**src/rtl/dxs_pkg.sv**
```systemverilog
package dxs_pkg;
    typedef enum logic [1:0] {
        OP_READ  = 2'd0,
        OP_WRITE = 2'd1,
        OP_TRIM  = 2'd2,
        OP_COPY  = 2'd3
    } op_kind_e;

    typedef enum logic [1:0] {
        ST_IDLE      = 2'd0,
        ST_WAIT_DESC = 2'd1,
        ST_WAIT_OP   = 2'd2
    } seq_state_e;

    localparam logic [7:0] STAT_CLEAR = 8'h00;
    localparam logic [7:0] STAT_READY = 8'h50;
    localparam logic [7:0] STAT_FAULT = 8'h51;
endpackage

```
**src/rtl/dxs_offset_calc.sv**
```systemverilog
module dxs_offset_calc #(
    parameter int LBA_W = 32,
    parameter int IDX_W = 19,
    parameter int OFF_W = LBA_W + 12
) (
    input  logic             is_packet,
    input  logic [LBA_W-1:0] lba,
    input  logic [IDX_W-1:0] idx,
    output logic [OFF_W-1:0] offset
);
    localparam int DISK_SH = 9;
    localparam int PKT_SH  = 11;

    logic [OFF_W-1:0] base_disk;
    logic [OFF_W-1:0] base_pkt;
    logic [OFF_W-1:0] idx_ext;

    always_comb begin
        base_disk = OFF_W'(lba) << DISK_SH;
        base_pkt  = OFF_W'(lba) << PKT_SH;
        idx_ext   = OFF_W'(idx);
        offset    = (is_packet ? base_pkt : base_disk) + idx_ext;
    end
endmodule

```
**src/rtl/dxs_counters.sv**
```systemverilog
module dxs_counters #(
    parameter int REM_W = 19,
    parameter int LEN_W = 16
) (
    input  logic                    clk,
    input  logic                    rst_n,
    input  logic                    load,
    input  logic [REM_W-2:0]        load_val,
    input  logic                    step,
    input  logic [LEN_W-1:0]        step_len,
    output logic signed [REM_W-1:0] remaining,
    output logic [REM_W-1:0]        index,
    output logic                    exhausted
);
    typedef struct packed {
        logic signed [REM_W-1:0] rem;
        logic [REM_W-1:0]        idx;
    } cnt_t;

    cnt_t cnt_d, cnt_q;

    always_comb begin
        cnt_d = cnt_q;
        if (load) begin
            cnt_d.rem = $signed({1'b0, load_val});
            cnt_d.idx = '0;
        end else if (step) begin
            cnt_d.rem = cnt_q.rem - $signed(REM_W'(step_len));
            cnt_d.idx = cnt_q.idx + REM_W'(step_len);
        end
    end

    always_ff @(posedge clk or negedge rst_n) begin
        if (!rst_n) cnt_q <= '0;
        else        cnt_q <= cnt_d;
    end

    assign remaining = cnt_q.rem;
    assign index     = cnt_q.idx;
    assign exhausted = (cnt_q.rem <= 0);

    // a step never makes the remaining size larger
    p_rem_shrinks_r5: assert property (@(posedge clk) disable iff (!rst_n)
        (step && !load) |=> (remaining <= $past(remaining)));
endmodule

```
**src/rtl/dma_xfer_seq.sv**
```systemverilog
module dma_xfer_seq #(
    parameter int LBA_W  = 32,
    parameter int CNT_W  = 8,
    parameter int PKT_W  = 16,
    parameter int LEN_W  = 16,
    parameter int ADDR_W = 32
) (
    input  logic                clk,
    input  logic                rst_n,
    input  logic                start,
    input  logic                is_packet,
    input  logic [1:0]          cmd,
    input  logic [LBA_W-1:0]    lba,
    input  logic [CNT_W-1:0]    sec_count,
    input  logic [PKT_W-1:0]    pkt_size,
    input  logic                desc_valid,
    input  logic [ADDR_W-1:0]   desc_addr,
    input  logic [LEN_W-1:0]    desc_len,
    input  logic                op_done,
    input  logic                op_err,
    output logic                active,
    output logic                op_valid,
    output logic [1:0]          op_kind,
    output logic [LBA_W+11:0]   op_offset,
    output logic [ADDR_W-1:0]   op_addr,
    output logic [LEN_W-1:0]    op_len,
    output logic                chunk_end,
    output logic                done_ok,
    output logic                done_err,
    output logic                bad_cmd,
    output logic [7:0]          status,
    output logic                irq
);
    import dxs_pkg::*;

    localparam int DISK_W = CNT_W + 9;
    localparam int SZ_W   = (DISK_W > PKT_W) ? DISK_W : PKT_W;
    localparam int MAG_W  = (SZ_W > LEN_W) ? SZ_W : LEN_W;
    localparam int REM_W  = MAG_W + 2;
    localparam int OFF_W  = LBA_W + 12;

    typedef struct packed {
        seq_state_e        state;
        logic              pkt;
        logic [1:0]        cmd;
        logic [LBA_W-1:0]  lba;
        logic              op_valid;
        op_kind_e          op_kind;
        logic [OFF_W-1:0]  op_offset;
        logic [ADDR_W-1:0] op_addr;
        logic [LEN_W-1:0]  op_len;
        logic              chunk_end;
        logic              done_ok;
        logic              done_err;
        logic              bad_cmd;
        logic [7:0]        status;
        logic              irq;
    } seq_t;

    seq_t seq_d, seq_q;

    logic                    cnt_load;
    logic                    cnt_step;
    logic [REM_W-2:0]        load_val;
    logic signed [REM_W-1:0] remaining;
    logic [REM_W-1:0]        index;
    logic                    exhausted;
    logic [OFF_W-1:0]        calc_off;
    logic [LEN_W-1:0]        copy_len;
    logic                    fin_ok;
    logic                    fin_err;
    logic                    non_block;

    always_comb begin
        if (is_packet) load_val = (REM_W-1)'(pkt_size);
        else           load_val = (REM_W-1)'(sec_count) << 9;
    end

    dxs_counters #(.REM_W(REM_W), .LEN_W(LEN_W)) u_cnt (
        .clk       (clk),
        .rst_n     (rst_n),
        .load      (cnt_load),
        .load_val  (load_val),
        .step      (cnt_step),
        .step_len  (desc_len),
        .remaining (remaining),
        .index     (index),
        .exhausted (exhausted)
    );

    dxs_offset_calc #(.LBA_W(LBA_W), .IDX_W(REM_W), .OFF_W(OFF_W)) u_off (
        .is_packet (seq_q.pkt),
        .lba       (seq_q.lba),
        .idx       (index),
        .offset    (calc_off)
    );

    assign non_block = seq_q.pkt && (&seq_q.lba);

    always_comb begin
        if (remaining < $signed(REM_W'(desc_len))) copy_len = LEN_W'(remaining);
        else                                        copy_len = desc_len;
    end

    always_comb begin
        seq_d           = seq_q;
        seq_d.op_valid  = 1'b0;
        seq_d.chunk_end = 1'b0;
        seq_d.done_ok   = 1'b0;
        seq_d.done_err  = 1'b0;
        seq_d.bad_cmd   = 1'b0;
        cnt_load        = 1'b0;
        cnt_step        = 1'b0;
        fin_ok          = 1'b0;
        fin_err         = 1'b0;

        if (start) begin
            seq_d.state  = ST_WAIT_DESC;
            seq_d.pkt    = is_packet;
            seq_d.cmd    = cmd;
            seq_d.lba    = lba;
            seq_d.status = STAT_CLEAR;
            seq_d.irq    = 1'b0;
            cnt_load     = 1'b1;
        end else begin
            unique case (seq_q.state)
                ST_IDLE: begin
                    if (desc_valid) seq_d.chunk_end = 1'b1;
                end
                ST_WAIT_DESC: begin
                    if (desc_valid) begin
                        if (exhausted) begin
                            fin_ok = 1'b1;
                        end else if (desc_len == '0) begin
                            seq_d.chunk_end = 1'b1;
                        end else if (non_block) begin
                            seq_d.op_valid = 1'b1;
                            seq_d.op_kind  = OP_COPY;
                            seq_d.op_addr  = desc_addr;
                            seq_d.op_len   = copy_len;
                            fin_ok         = 1'b1;
                        end else if (!seq_q.pkt && seq_q.cmd == 2'd3) begin
                            seq_d.bad_cmd = 1'b1;
                            fin_err       = 1'b1;
                        end else begin
                            seq_d.op_valid  = 1'b1;
                            seq_d.op_kind   = seq_q.pkt ? OP_READ : op_kind_e'(seq_q.cmd);
                            seq_d.op_offset = calc_off;
                            seq_d.op_addr   = desc_addr;
                            seq_d.op_len    = desc_len;
                            seq_d.state     = ST_WAIT_OP;
                            cnt_step        = 1'b1;
                        end
                    end
                end
                ST_WAIT_OP: begin
                    if (op_done) begin
                        seq_d.chunk_end = 1'b1;
                        if (op_err)         fin_err = 1'b1;
                        else if (exhausted) fin_ok = 1'b1;
                        else                seq_d.state = ST_WAIT_DESC;
                    end
                end
                default: seq_d.state = ST_IDLE;
            endcase

            if (fin_ok) begin
                seq_d.state   = ST_IDLE;
                seq_d.done_ok = 1'b1;
                if (!seq_q.pkt) begin
                    seq_d.status = STAT_READY;
                    seq_d.irq    = 1'b1;
                end
            end
            if (fin_err) begin
                seq_d.state    = ST_IDLE;
                seq_d.done_err = 1'b1;
                if (!seq_q.pkt) begin
                    seq_d.status = STAT_FAULT;
                    seq_d.irq    = 1'b1;
                end
            end
        end
    end

    always_ff @(posedge clk or negedge rst_n) begin
        if (!rst_n) begin
            seq_q       <= '0;
            seq_q.state <= ST_IDLE;
        end else begin
            seq_q <= seq_d;
        end
    end

    assign active    = (seq_q.state != ST_IDLE);
    assign op_valid  = seq_q.op_valid;
    assign op_kind   = seq_q.op_kind;
    assign op_offset = seq_q.op_offset;
    assign op_addr   = seq_q.op_addr;
    assign op_len    = seq_q.op_len;
    assign chunk_end = seq_q.chunk_end;
    assign done_ok   = seq_q.done_ok;
    assign done_err  = seq_q.done_err;
    assign bad_cmd   = seq_q.bad_cmd;
    assign status    = seq_q.status;
    assign irq       = seq_q.irq;

    // a successful ending leaves the sequencer inactive
    p_ok_ends_r6: assert property (@(posedge clk) disable iff (!rst_n)
        done_ok |-> !active);
    // the two endings are exclusive
    p_one_ending_r12: assert property (@(posedge clk) disable iff (!rst_n)
        !(done_ok && done_err));
    // a block sub-operation keeps the transfer waiting for its completion
    p_block_op_active_r3: assert property (@(posedge clk) disable iff (!rst_n)
        (op_valid && op_kind != 2'd3) |-> active);
    // an unsupported command issues nothing
    p_bad_no_op_r11: assert property (@(posedge clk) disable iff (!rst_n)
        bad_cmd |-> (!op_valid && done_err));
    // the interrupt only rises together with an ending
    p_irq_with_end_r6: assert property (@(posedge clk) disable iff (!rst_n)
        $rose(irq) |-> (done_ok || done_err));
    // a returned chunk never carries a request
    p_chunk_no_op_r8: assert property (@(posedge clk) disable iff (!rst_n)
        !(chunk_end && op_valid));
endmodule

```
**config.mk**
```make
export PLATFORM = sky130hd
export DESIGN_NAME = dma_xfer_seq
export DESIGN_NICKNAME = d
export VERILOG_FILES = /design/src/rtl/dxs_pkg.sv /design/src/rtl/dxs_offset_calc.sv /design/src/rtl/dxs_counters.sv /design/src/rtl/dma_xfer_seq.sv
export SDC_FILE = /design/constraint.sdc
export NUM_CORES = 1
export LEC_CHECK = 0
export CORE_UTILIZATION = 50
export DETAILED_ROUTE_END_ITERATION = 10
export DONT_BUFFER_PORTS = 1
export GPL_ROUTABILITY_DRIVEN = 1
export GPL_TIMING_DRIVEN = 0
export PLACE_DENSITY = 0.71
export SETUP_SLACK_MARGIN = 0.1
export SLEW_MARGIN = 15
export SYNTH_ARGS = -nofsm -noshare
export SYNTH_HDL_FRONTEND = slang
export SYNTH_SLANG_ARGS = --single-unit
```
**constraint.sdc**
```tcl
create_clock -name clk -period 5.4 [get_ports clk]
set_clock_uncertainty 0.05 [all_clocks]
set_input_delay 0.27 -clock clk [delete_from_list [all_inputs] [get_ports clk]]
set_output_delay 0.27 -clock clk [all_outputs]
set_load 0.01 [all_outputs]
```
Word level (Yosys, flattened, before mapping)
Cells that the tools add are included.
{"block": "op_classes", "n_eq_ne": 13, "bitwise": 5, "n_reduce_logical": 11, "n_addsub": 3, "muxes": 65, "order_cmp": 2}
{"op": "95-bit 2-to-1 mux", "count": 3}
{"op": "96-bit 2-to-1 mux", "count": 2}
{"op": "99-bit 2-to-1 mux", "count": 1}
{"op": "38-bit 2-to-1 mux", "count": 2}
{"op": "48-bit 2-to-1 mux", "count": 1}
{"op": "9-bit 2-to-1 mux", "count": 5}
{"op": "43-bit by 19-bit adder with 44-bit output", "count": 1}
{"op": "44-bit 2-to-1 mux", "count": 1}
{"op": "43-bit 2-to-1 mux", "count": 1}
{"op": "5-bit inequality test, second input constant", "count": 8}
{"op": "32-bit AND reduction", "count": 1}
{"op": "1-bit 2-to-1 mux", "count": 30}
{"op": "2-bit 2-to-1 mux", "count": 12}
{"op": "19-bit by 16-bit adder with 19-bit output", "count": 1}
{"op": "19-bit by 1-bit less-or-equal comparator with 1-bit output, second input constant", "count": 1}
{"op": "19-bit by 17-bit less-than comparator with 1-bit output", "count": 1}
{"op": "19-bit by 17-bit subtractor with 19-bit output", "count": 1}
{"op": "17-bit 2-to-1 mux", "count": 1}
{"op": "16-bit logical NOT", "count": 1}
{"op": "16-bit 2-to-1 mux", "count": 1}
{"op": "9-bit AND reduction", "count": 1}
{"op": "7-bit AND reduction", "count": 1}
{"op": "2-bit case mux with 3 select lines", "count": 1}
{"op": "6-bit AND reduction", "count": 1}
{"op": "12 further kinds", "count": 20}
{"block": "totals", "inputBits": 113, "regBits": 183, "wordCells": 116, "output_inout_bits": 109}

Longest topological paths before layout
Gate-level depths: netlist of run 1.
{"block": "depth", "ltp_word": 12, "depth_mapped": 17, "depth_no_buf": 12}

Modules after synthesis
A second synthesis of run 1 with hierarchy kept.
{"block": "unflattened", "hier_cells": 1327, "hier_area_um2": 12677.2}
{"mod": "dma_xfer_seq", "area_per_inst_um2": 7669.9, "instances": 1, "cells_each": 705}
{"mod": "dxs_counters", "area_per_inst_um2": 3370.7, "instances": 1, "cells_each": 393}
{"mod": "dxs_offset_calc", "area_per_inst_um2": 1636.6, "instances": 1, "cells_each": 229}

Least setup slack after synthesis of run 1
OpenSTA, ideal clock, no wires.
{"block": "synth_timing", "path_kind": "register to register", "startpoint": "reg seq_q[142] (netlist name)", "endpoint": "reg seq_q (netlist bit op_offset[32])", "path_stages_with_launch": 16, "required_ns": 5.219, "synth_period_minus_slack_ns": 3.861, "n_path_buf": 5, "t_arrival_ns": 3.680, "slack_ns": 1.539, "cell_sequence": "dfrtp_1 -> buf_4 -> clkbuf_1 -> buf_1 -> buf_2 -> mux2_2 -> ha_1 -> a21oi_1 -> o21ai_0 -> a221o_1 -> a31o_2 -> clkbuf_1 -> and3_1 -> xor2_1 -> nand3_1 -> o211ai_1"}
{"block": "synth_between", "elab_chain_cells": 4, "word_cells_on_any_way": 8}
{"element": "start, declared", "line_no": "dma_xfer_seq.sv:60", "text": "seq_t seq_d, seq_q;"}
{"element": "start signal, assigned", "line_no": "dma_xfer_seq.sv:191", "text": "seq_q <= seq_d;"}
{"element": "branches (longest 4 deep; another with 43-bit by 19-bit adder with 44-bit output)"}
Parallel ways; which one is timed is not known.
A chain may end at the register's enable or synchronous reset.

Worst setup path in the final report of run 1
{"block": "layout_timing", "startpoint": "reg seq_q[142] (netlist name)", "endpoint": "reg seq_q (netlist bit op_offset[34])"}
Same word-level chain as after synthesis.

==> key figures, run 1 <==
Outcome
  • Status: complete, no violations

Timing
  • Final Hold Violating Endpoints: 0
  • Tmin final: 5.01 ns
  • Fin. max-slew vios: 0
  • Setup TNS: 0 ns
  • Worst slew pin tran: 0.886 ns
  • Fin crit share: 92.7%
  • Worst slew margin: 40.9%
  • Final setup violation count: 0
  • Unrepaired setup endpoints after global routing: no
  • Fmax: 200 MHz

GRT
  • Initial antenna violation count: 1
  • Vias in the first global route: 8,714
  • Total Routing Usage GR: 26.3%
  • Largest net degree at the start of global routing: 184
  • Total grt overflow: 0
  • First-pass GRT wire length: 45,500 µm

Route
  • Number of remaining DRC errors: 0
  • WL/cell: 18.5 µm
  • Max Used Layer: met4
  • Vias/cell: 5.66
  • Met2 wire length: 13,500 µm
  • WL final: 29,600 µm
  • Vias: 9,062
  • Detailed Routing Iterations Pass 1: 5
  • Remaining antenna violation count after routing: 0
  • M1 wire length: 13,000 µm
  • Met3 WL post-DR: 2220 µm
  • DR iter-0 viols: 614

Clock tree
  • Worst-skew pair later-pin latency: 0.43 ns
  • Root Driver: clkbuf_16
  • CTS resizes: 0
  • Clk buf depth: 2
  • Sink Count: 183
  • TritonCTS clock tree: built
  • CTS clk-pin slew, worst paths: 0.07 ns
  • CTS H-tree lvls: 4
  • CTS buffer count: 17

Synth
  • Main synth FF type: dfrtp_1
  • Syn_area_per_cell: 9.28 µm²
  • Sequential element share of the synthesized area: 41.4%
  • Synthesis-stage register bit count: 183
  • Post-Syn Area: 11,100 µm²
  • Netlist cell types: 73
  • Post-synth EDFFs: 0
  • Cells after synthesis: 1,192
  • Yosys warns: 0
  • Mapped Nets: 1,356
  • Async SR Flop Fraction: 100%

Finish
  • Most common cell after layout, fill and taps aside: nand2_1
  • # nets final: 1,472
  • Layout Cells excl Fill: 1,601
  • Most frequent cells in the layout: nand2_1, dfrtp_1, buf_4
  • Antenna cells: 0
  • Design area: 13,000 µm²
  • Ratio of cells with drive above 1 in the final layout: 16.1%
  • Syn-to-layout area delta: 17.7%

Worst hold path
  • Worst Hold Launch: pkt_size[9]
  • WHS Path Cells: 2
  • Hold endpoint: u_cnt.remaining[9]
  • Hold/Removal Path Class: in -> reg

Place
  • Dpl cells: 1,472
  • DP HPWL: 21,300 µm
  • Post-DP Area: 11,400 µm²
  • Port Buffer Count: 0
  • Final GP Congestion: 0.908

Setup path
  • R2R Path Start: seq_q[142]
  • Worst Path Required: 5.64 ns
  • Worst Setup End Kind: flip-flop
  • CP Launch Type: flip-flop
  • CP max FO: 10
  • Crit path launch: seq_q[142]
  • R2R Setup Slk: 0.39 ns
  • Worst reg2reg endpoint: op_offset[34]
  • Worst path arrival time: 5.25 ns
  • Worst reg2reg path depth: 15
  • CP Class: reg -> reg

Power
  • Leakage power: 0.00609 µW
  • Clock network fraction of design power: 22.3%
  • PD cells: 450 nW/µm²
  • Logic gate share of total power: 40.7%
  • Overall power: 5860 µW
  • Switching Fraction: 37.9%
  • Psw: 2220 µW
  • Sequential share of power: 37.0%
  • Design internal power: 3640 µW
  • Worst VDD drop: 241 µV

Floorplanning
  • Core area: 21,800 µm²
  • Die W: 151 µm
  • Die H: 151 µm
  • Die Area: 22,700 µm²
  • Io pins: 222
  • Initial Utilization: 50.8%
  • FP Rows: 54

Run
  • Max cap viols: 0
[timing repair]
item	in CTS	in global routing
setup buffers	0	0
hold endpoints to repair	277	0
hold buffers	97	0
[critical path, stage by stage, from the launching register on]
cell	delay (ns)
dfrtp_1	0.48
buf_4	0.23
clkbuf_1	0.50
buf_1	0.59
buf_2	0.38
mux2_2	0.37
ha_1	0.36
a21oi_1	0.21
o21ai_0	0.11
a221o_1	0.39
a31o_2	0.28
clkbuf_1	0.22
nand2_1	0.22
nor2_1	0.09
xor2_1	0.27
o21ai_0	0.11
[state kept, by name (all words and copies together) (netlist names)]
signal,cells
op_offset,44
seq_q,37
op_addr,32
u_cnt.index,19
u_cnt.remaining,19
op_len,16
status,8
op_kind,2
bad_cmd,1
chunk_end,1
done_err,1
done_ok,1
irq,1
op_valid,1
[kinds of logic after synthesis]
group / count (synthesis) / synth area share (%)
AO/OA/AOI/OAI: 254 / 15.3
XOR/XNOR: 54 / 4.28
adder cells (fa/ha/maj): 51 / 5.97
buffers and inverters: 187 / 10.1
flip-flops: 183 / 41.4
multiplexers: 63 / 6.22
AND/OR/NAND/NOR: 400 / 16.7
[per-layer routing]
| layer | GRT usage (%) | vias up |
|---|---|---|
| li1 | - | 4284 |
| met1 | 34.6 | 4364 |
| met2 | 42.5 | 363 |
| met3 | 5.33 | 51 |
| met4 | 10.5 | 0 |
| met5 | 0 | - |
[cells in the mapped netlist (6+ instances only)]
master | count | area share [%]
a211oi_1 | 12 | 0.81
nor2b_1 | 15 | 0.85
inv_1 | 37 | 1.3
nor3_1 | 7 | 0.32
nand2b_1 | 9 | 0.51
mux2_2 | 46 | 4.7
buf_4 | 105 | 7.1
nor2_1 | 48 | 1.6
nand3_1 | 19 | 0.86
nor4_1 | 14 | 0.79
ha_1 | 48 | 5.4
a21o_1 | 17 | 1.2
a21oi_1 | 51 | 2.3
nand2_1 | 222 | 7.5
o21a_1 | 6 | 0.41
o21ai_0 | 78 | 3.5
o211ai_1 | 10 | 0.68
and2_1 | 26 | 1.5
xnor2_1 | 28 | 2.2
a31oi_1 | 14 | 0.79
xor2_1 | 26 | 2.1
and3_1 | 10 | 0.57
buf_2 | 11 | 0.50
mux2i_1 | 17 | 1.5
dfrtp_1 | 183 | 41
a221o_1 | 17 | 1.5
nand4_1 | 9 | 0.51
clkbuf_1 | 28 | 0.95
[through the flow]
stage	hold WS [ns]	worst slack, ns	utilization (%)
6_report	0.0160	0.394	59.8
5_1_grt	0.00320	0.143	59.8
4_1_cts	0.00241	0.512	59.8
3_5_place_dp	-0.0704	0.564	52.4
3_3_place_gp	-0.0709	0.538	52.4
2_1_floorplan	-0.0756	1.54	-
[cell type report]
class	count	area, µm²
plain buffers	149	975
well taps	280	350
multi-input cells	822	5360
clock buffers	17	425
inverters	38	143
repair buffers	97	988
flip-flops and latches	183	4580
fillers	1880	8750
clock inverters	15	188
[worst max-delay path by stage]
stage | slack (ns) | cells after the start | endpoint
2_1_floorplan | 1.54 | 15 | op_offset[32]
4_1_cts | 0.51 | 15 | op_offset[34]
5_1_grt | 0.14 | 15 | op_offset[34]
3_5_place_dp | 0.56 | 15 | op_offset[38]
6_report | 0.39 | 15 | op_offset[34]
3_3_place_gp | 0.54 | 15 | op_offset[38]
[power groups by stage]
stage                     logic [µW]  registers, µW  clock network, µW
final                           2380           2170               1310
after CTS                       2380           2160               1330
after global routing            2640           2210               1390
after floorplan                 1920           2040                  0
after detailed placement        2280           2180                  0
after global placement          2230           2160                  0
No activity file was read; power rests on OpenSTA's default activity.
==> run 2: changes to the inputs <==
--- a/config.mk
+++ b/config.mk
@@ -5,12 +5,14 @@
 export SDC_FILE = /design/constraint.sdc
 export NUM_CORES = 1
 export LEC_CHECK = 0
-export CORE_UTILIZATION = 50
+export CELL_PAD_IN_SITES_DETAIL_PLACEMENT = 1
+export CELL_PAD_IN_SITES_GLOBAL_PLACEMENT = 2
+export CORE_UTILIZATION = 39
 export DETAILED_ROUTE_END_ITERATION = 10
 export DONT_BUFFER_PORTS = 1
 export GPL_ROUTABILITY_DRIVEN = 1
 export GPL_TIMING_DRIVEN = 0
-export PLACE_DENSITY = 0.71
+export PLACE_DENSITY = 0.86
 export SETUP_SLACK_MARGIN = 0.1
 export SLEW_MARGIN = 15
 export SYNTH_ARGS = -nofsm -noshare
==> key figures, run 2 (synthesis results as in run 1) <==
Setup path
  • CP max FO: 10 (unchanged)
  • Crit-path max cell delay: 0.56 ns (-0.03 ns)
  • CP Launch Type: flip-flop
  • Worst path arrival time: 5.22 ns (-0.03 ns)
  • CP Class: reg -> reg
  • Critical path, cell by cell: buf_4 -> clkbuf_1 -> clkbuf_2 -> buf_2 -> mux2_2 -> ha_1 -> o2111ai_1 -> a31oi_1 -> or2_2 -> clkbuf_1 -> nand2_1 -> o21ai_0 -> o211ai_1 -> o21ai_0
  • Worst Setup End Kind: flip-flop
  • Worst Path Required: 5.71 ns (+0.07 ns)
  • CP max stage cell: clkbuf_1

GRT
  • Initial antenna violation count: 0 (-1)
  • Largest net degree at the start of global routing: 184 (unchanged)
  • Vias in the first global route: 9,688 (+11%)
  • Total grt overflow: 0 (unchanged)
  • Total Routing Usage GR: 24.0% (-2.3 points)
  • First-pass GRT wire length: 53,400 µm (+17%)

Clock tree
  • Post-CTS repair timing setup buffer count: 0 (unchanged)
  • Sink Count: 183 (unchanged)
  • CTS H-tree lvls: 4 (unchanged)
  • TritonCTS clock tree: built
  • CTS clk-pin slew, worst paths: 0.08 ns (about the same)
  • Root Driver: clkbuf_16
  • CTS buffer count: 17 (unchanged)
  • Worst-skew pair later-pin latency: 0.44 ns (about the same)
  • Clk buf depth: 2 (unchanged)

Timing
  • Fmax: 204 MHz (+1.9%)
  • Fin. max-slew vios: 0 (unchanged)
  • Unrepaired setup endpoints after global routing: no
  • Final Hold Violating Endpoints: 0 (unchanged)
  • Setup TNS: 0 ns (unchanged)
  • Worst slew pin tran: 0.966 ns (+0.0793 ns)
  • PnR worst setup slack: 0.488 ns (+0.0938 ns)
  • Final setup violation count: 0 (unchanged)
  • Worst slew margin: 35.6% (-5.3 points)
  • Tmin final: 4.91 ns (-0.0938 ns)
  • Fin crit share: 91.0% (-1.7 points)

Finish
  • Layout fillers: 3,162 (+68%)
  • Max FFs per register: 44 (unchanged)
  • Layout Cells excl Fill: 1,702 (+6.3%)
  • Most frequent cells in the layout: nand2_1, dfrtp_1, buf_4
  • # nets final: 1,477 (+0.34%)
  • Ratio of cells with drive above 1 in the final layout: 15.9% (-0.19 points)
  • Design area: 13,200 µm² (+1.4%)
  • Multi-input gate area: 5360 µm² (unchanged)
  • Syn-to-layout area delta: 19.3%
  • Antenna cells: 0 (unchanged)
  • Sequential cell area: 4580 µm² (unchanged)
  • Most common cell after layout, fill and taps aside: nand2_1

Route
  • WL final: 34,200 µm (+16%)
  • Number of remaining DRC errors: 0 (unchanged)
  • WL/cell: 20.1 µm (+8.8%)
  • Vias/cell: 5.35 (-5.4%)
  • Detailed Routing Iterations Pass 1: 4 (-1)
  • Remaining antenna violation count after routing: 0 (unchanged)
  • Vias: 9,114 (+0.57%)
  • DR iter-0 viols: 477 (-22%)

Place
  • Post-DP Area: 11,500 µm² (+1.1%)
  • Dpl cells: 1,570 (+6.7%)
  • Port Buffer Count: 0 (unchanged)
  • Pre-CTS setup slack: 0.381 ns (-0.183 ns)
  • Final GP Congestion: 0.856 (-5.7%)
  • DP HPWL: 24,100 µm (+13%)

Floorplanning
  • Core area: 27,900 µm² (+28%)
  • Die H: 170 µm (+13%)
  • Die Area: 29,000 µm² (+28%)
  • Initial Utilization: 39.7% (-11 points)
  • Io pins: 222 (unchanged)
  • Die W: 170 µm (+13%)
  • FP Rows: 61 (+13%)

Power
  • Leakage power: 0.00610 µW (+0.19%)
  • PD cells: 453 nW/µm² (+0.55%)
  • Overall power: 5970 µW (+1.9%)
  • Worst VDD drop: 176 µV (-27%)

Outcome
  • Status: complete, no violations

Run
  • Max cap viols: 0 (unchanged)

Worst hold path
  • Hold/Removal Path Class: in -> reg
## run 2: cell count changes in the layout (fill, tap and decap cells not counted), moves of 2 or more
cell and delta:
dlygate4sd3_1 +5, clkinvlp_4 +3, inv_8 -5, bufinv_16 +2
## run 2: final cells by class
| class | count | area share [%] |
|---|---|---|
| plain buffers | 149 | 7.40 |
| clock buffers | 19 | 3.36 |
| clock inverters | 11 | 1.33 |
| inverters | 38 | 1.08 |
| multi-input cells | 822 | 40.6 |
| flip-flops and latches | 183 | 34.7 |
| well taps | 378 | 3.59 |
| repair buffers | 102 | 7.87 |
## run 2: routing by layer
metal	GRT usage [%]	share of wire (%)	routed length, µm	vias up
li1	-	-	-	4284
met1	31.1	45	15400	4541
met2	40.7	48	16400	250
met3	4.79	5.2	1760	39
met4	6.42	1.6	556	0
met5	0	0	0	-
## run 2: per-stage QoR
step	utilization, %	hold WS [ns]
floorplan	-	-0.0756
global placement	41.4	-0.0691
detailed placement	41.4	-0.0668
CTS	47.3	0.0166
global route	47.3	0.0507
finish	47.3	0.0291
## run 2: worst max-delay path: cells and delay by family (launching register included)
kind	cells	cell delay [ns]
flip-flops	1	0.48
AO/OA/AOI/OAI	5	1.17
multiplexers	1	0.37
adder cells (fa/ha/maj)	1	0.40
buffers and inverters	5	1.90
AND/OR/NAND/NOR	2	0.45
## run 2: power by group
group | internal [µW] | leakage, µW | total (µW) | switching (µW)
Combinational | 1130 | 0.00351 | 2450 | 1320
Sequential | 1810 | 0.00231 | 2170 | 357
Clock | 785 | 0.000284 | 1360 | 574
Total | 3730 | 0.00610 | 5970 | 2250
## run 2: path summary, 6_finish.rpt
| path | slack, ns | from | end | cells after the start |
|---|---|---|---|---|
| max in group asynchronous | 4.08 | rst_n | op_offset[37] | 2 |
| worst min-delay path | 0.03 | sec_count[3] | u_cnt.remaining[12] | 3 |
| worst min register to register | 0.43 | op_offset[7] | op_offset[7] | 2 |
| worst max register to register | 0.49 | seq_q[142] | op_offset[33] | 14 |
| worst max-delay path | 0.49 | seq_q[142] | op_offset[33] | 14 |
| min in group asynchronous | 0.50 | rst_n | op_addr[14] | 2 |
## run 2: timing repair
| item | in CTS | in global routing |
|---|---|---|
| hold endpoints to repair | 279 | 0 |
| hold buffers | 102 | 0 |
| gates resized for setup | 0 | 1 |
| endpoints found under the setup margin | 0 | 5 |
==> run 3: changes to the inputs <==
--- a/config.mk
+++ b/config.mk
@@ -5,16 +5,17 @@
 export SDC_FILE = /design/constraint.sdc
 export NUM_CORES = 1
 export LEC_CHECK = 0
+export ABC_AREA = 1
 export CELL_PAD_IN_SITES_DETAIL_PLACEMENT = 1
 export CELL_PAD_IN_SITES_GLOBAL_PLACEMENT = 2
-export CORE_UTILIZATION = 39
+export CORE_UTILIZATION = 36
 export DETAILED_ROUTE_END_ITERATION = 10
 export DONT_BUFFER_PORTS = 1
 export GPL_ROUTABILITY_DRIVEN = 1
 export GPL_TIMING_DRIVEN = 0
 export PLACE_DENSITY = 0.86
 export SETUP_SLACK_MARGIN = 0.1
-export SLEW_MARGIN = 15
+export SLEW_MARGIN = 0
 export SYNTH_ARGS = -nofsm -noshare
 export SYNTH_HDL_FRONTEND = slang
 export SYNTH_SLANG_ARGS = --single-unit
==> key figures, run 3 <==
Outcome
  • Status: complete, no violations

Clock tree
  • Sink Count: 183 (unchanged)
  • TritonCTS clock tree: built
  • Clk buf depth: 2 (unchanged)
  • CTS H-tree lvls: 4 (unchanged)
  • Worst-skew pair later-pin latency: 0.46 ns (+0.02 ns)
  • Root Driver: clkbuf_16
  • CTS buffer count: 17 (unchanged)
  • CTS clk-pin slew, worst paths: 0.08 ns (about the same)

Timing
  • Fmax: 272 MHz (+34%)
  • Final setup violation count: 0 (unchanged)
  • Final Hold Violating Endpoints: 0 (unchanged)
  • Unrepaired setup endpoints after global routing: no
  • Fin crit share: 68.1% (-23 points)
  • Smallest hold slack: 0.0282 ns (-0.000936 ns)
  • Tmin final: 3.68 ns (-1.23 ns)
  • Worst slew margin: 20.3% (-15 points)
  • Fin. max-slew vios: 0 (unchanged)
  • Setup TNS: 0 ns (unchanged)
  • Worst slew pin tran: 1.19 ns (+0.229 ns)

Synth
  • Synth cell count leaders: nand2_1, dfrtp_1, inv_1, nor2_1
  • Netlist cell types: 48 (-34%)
  • Post-synth EDFFs: 0 (unchanged)
  • Top post-synthesis cells by area: dfrtp_1, nand2_1, buf_4
  • Most common cell in the synthesized netlist: nand2_1
  • Mapped Nets: 1,821 (+34%)
  • Syn_area_per_cell: 7.23 µm² (-22%)
  • Main synth FF type: dfrtp_1
  • Share of the synthesized area in the top cell type: 38.2% (-3.2 points)
  • Synth area leader: dfrtp_1
  • Post-Syn Area: 12,000 µm² (+8.4%)
  • Yosys warns: 0 (unchanged)
  • Sequential element share of the synthesized area: 38.2% (-3.2 points)
  • Synthesis-stage register bit count: 183 (unchanged)
  • Cells after synthesis: 1,657 (+39%)
  • Async SR Flop Fraction: 100% (unchanged)

Floorplanning
  • Die W: 184 µm (+8.3%)
  • Die H: 184 µm (+8.3%)
  • Initial Utilization: 36.7% (-3.0 points)
  • FP Rows: 66 (+8.2%)
  • Core area: 32,600 µm² (+17%)
  • Io pins: 222 (unchanged)
  • Die Area: 34,000 µm² (+17%)

Run
  • Max cap viols: 0 (unchanged)

GRT
  • First-pass GRT wire length: 63,100 µm (+18%)
  • Initial antenna violation count: 2 (+2)
  • Met2 Use GR: 39.7% (-0.99 points)
  • Met1 usage: 32.5% (+1.4 points)
  • Vias in the first global route: 11,700 (+20%)
  • Total Routing Usage GR: 24.3% (+0.25 points)
  • Total grt overflow: 0 (unchanged)
  • Met3 GRT Util: 4.07% (-0.72 points)
  • Grt peak-use layer: met2
  • Largest net degree at the start of global routing: 184 (unchanged)

Setup path
  • CP Launch Type: flip-flop
  • CP max FO: 10 (unchanged)
  • Worst path arrival time: 3.96 ns (-1.26 ns)
  • Crit path launch: seq_q[142]
  • CP Class: reg -> reg
  • R2R Path Start: seq_q[142]
  • Worst Setup End Kind: flip-flop
  • Worst Path Required: 5.68 ns (-0.03 ns)

Power
  • PD cells: 440 nW/µm² (-2.8%)
  • Worst VDD drop: 229 µV (+30%)
  • Overall power: 6210 µW (+4.0%)
  • Sequential share of power: 34.8% (-1.5 points)
  • Design internal power: 3580 µW (-3.9%)
  • Clock network fraction of design power: 20.1% (-2.7 points)
  • Switching Fraction: 42.4% (+4.8 points)
  • Leakage power: 0.00700 µW (+15%)
  • Logic gate share of total power: 45.1% (+4.1 points)
  • Psw: 2630 µW (+17%)

Route
  • Vias/cell: 5.01 (-6.4%)
  • Vias: 11,200 (+23%)
  • Number of remaining DRC errors: 0 (unchanged)
  • Detailed Routing Iterations Pass 1: 5 (+1)
  • Remaining antenna violation count after routing: 0 (unchanged)
  • WL final: 40,300 µm (+18%)
  • WL/cell: 18.0 µm (-10%)
  • DR iter-0 viols: 573 (+20%)

Finish
  • Syn-to-layout area delta: 17.8%
  • Layout Cells excl Fill: 2,233 (+31%)
  • Max FFs per register: 44 (unchanged)
  • # nets final: 1,939 (+31%)
  • Most frequent cells in the layout: nand2_1, dfrtp_1, inv_1
  • Layout fillers: 4,099 (+30%)
  • Ratio of cells with drive above 1 in the final layout: 12.0% (-4.0 points)
  • Most common cell after layout, fill and taps aside: nand2_1
  • Post-layout util: 43.3% (-4.0 points)

Worst hold path
  • Worst Hold Launch: sec_count[0]
  • Hold/Removal Path Class: in -> reg

Place
  • Dpl cells: 2,099 (+34%)
  • DP HPWL: 30,300 µm (+25%)
  • Final GP Congestion: 0.892 (+4.2%)
  • Port Buffer Count: 0 (unchanged)
## run 3: area by class of cell
| cell class | count | area [µm²] | share of cell area (%) |
|---|---|---|---|
| tap | 442 | 553 | 3.92 |
| inverter | 161 | 609 | 4.32 |
| clock inverter | 14 | 130 | 0.921 |
| buffer | 151 | 1020 | 7.24 |
| multi-input combinational | 1162 | 5770 | 40.9 |
| timing repair buffer | 99 | 1010 | 7.14 |
| clock buffer | 18 | 439 | 3.11 |
| sequential | 183 | 4580 | 32.4 |
| antenna | 3 | 7.51 | 0.0532 |
## run 3: critical path, cell delays in order, from the launching register on
cell	delay, ns
dfrtp_1	0.48
buf_6	0.19
buf_6	0.15
clkbuf_1	0.22
nor2_1	0.20
ha_1	0.24
inv_1	0.09
fa_1	0.41
o21ai_0	0.36
nand2_1	0.09
nand2_1	0.14
nand2_1	0.09
nand2_1	0.13
nand2_1	0.08
nor2_1	0.28
xor2_1	0.24
o21ai_0	0.10
## run 3: path summary, 6_finish.rpt
check	slack [ns]	to	cells past startpoint
max	1.72	op_offset[21]	16
min	0.03	u_cnt.remaining[9]	2
max reg2reg	1.72	op_offset[21]	16
min reg2reg	0.43	op_addr[14]	2
max in group asynchronous	3.90	op_addr[11]	2
min in group asynchronous	0.37	op_addr[0]	2
## run 3: kinds of logic after synthesis
family,Yosys count,share of synthesized area (%)
xor gates and xnor gates,24,1.75
adders and majority gates,51,5.51
DFF,183,38.2
buffers and inverters,312,13.6
AOI/OAI and AO/OA,276,12.5
and+or+nand+nor,811,28.4
## run 3: metrics by stage
step	setup WS, ns	instance area (µm²)
final	1.72	14100
after global routing	1.45	14100
after global placement	1.77	12500
after floorplan	2.53	12000
after CTS	1.76	14100
after detailed placement	1.78	12500
## run 3: repair_timing
action,in CTS,in global routing
hold buffers,99,0
setup endpoints to repair,0,0
setup buffers,0,0
gates resized for setup,0,0
endpoints found under the hold margin,278,0
## run 3: metal layers
layer / wire [µm] / part of all wire [%] / vias to the layer above
met5: 0 / 0 / -
met3: 1750 / 4.3 / 53
met4: 912 / 2.3 / 0
met1: 19200 / 48 / 5392
li1: - / - / 5477
met2: 18400 / 46 / 268
## run 3: power groups by stage
stage / Clock [µW] / Sequential, µW / Combinational (µW)
after global placement: 0 / 2160 / 2630
after floorplan: 0 / 2070 / 2140
final: 1250 / 2160 / 2800
after global routing: 1330 / 2220 / 3140
after detailed placement: 0 / 2180 / 2690
after CTS: 1290 / 2160 / 2800
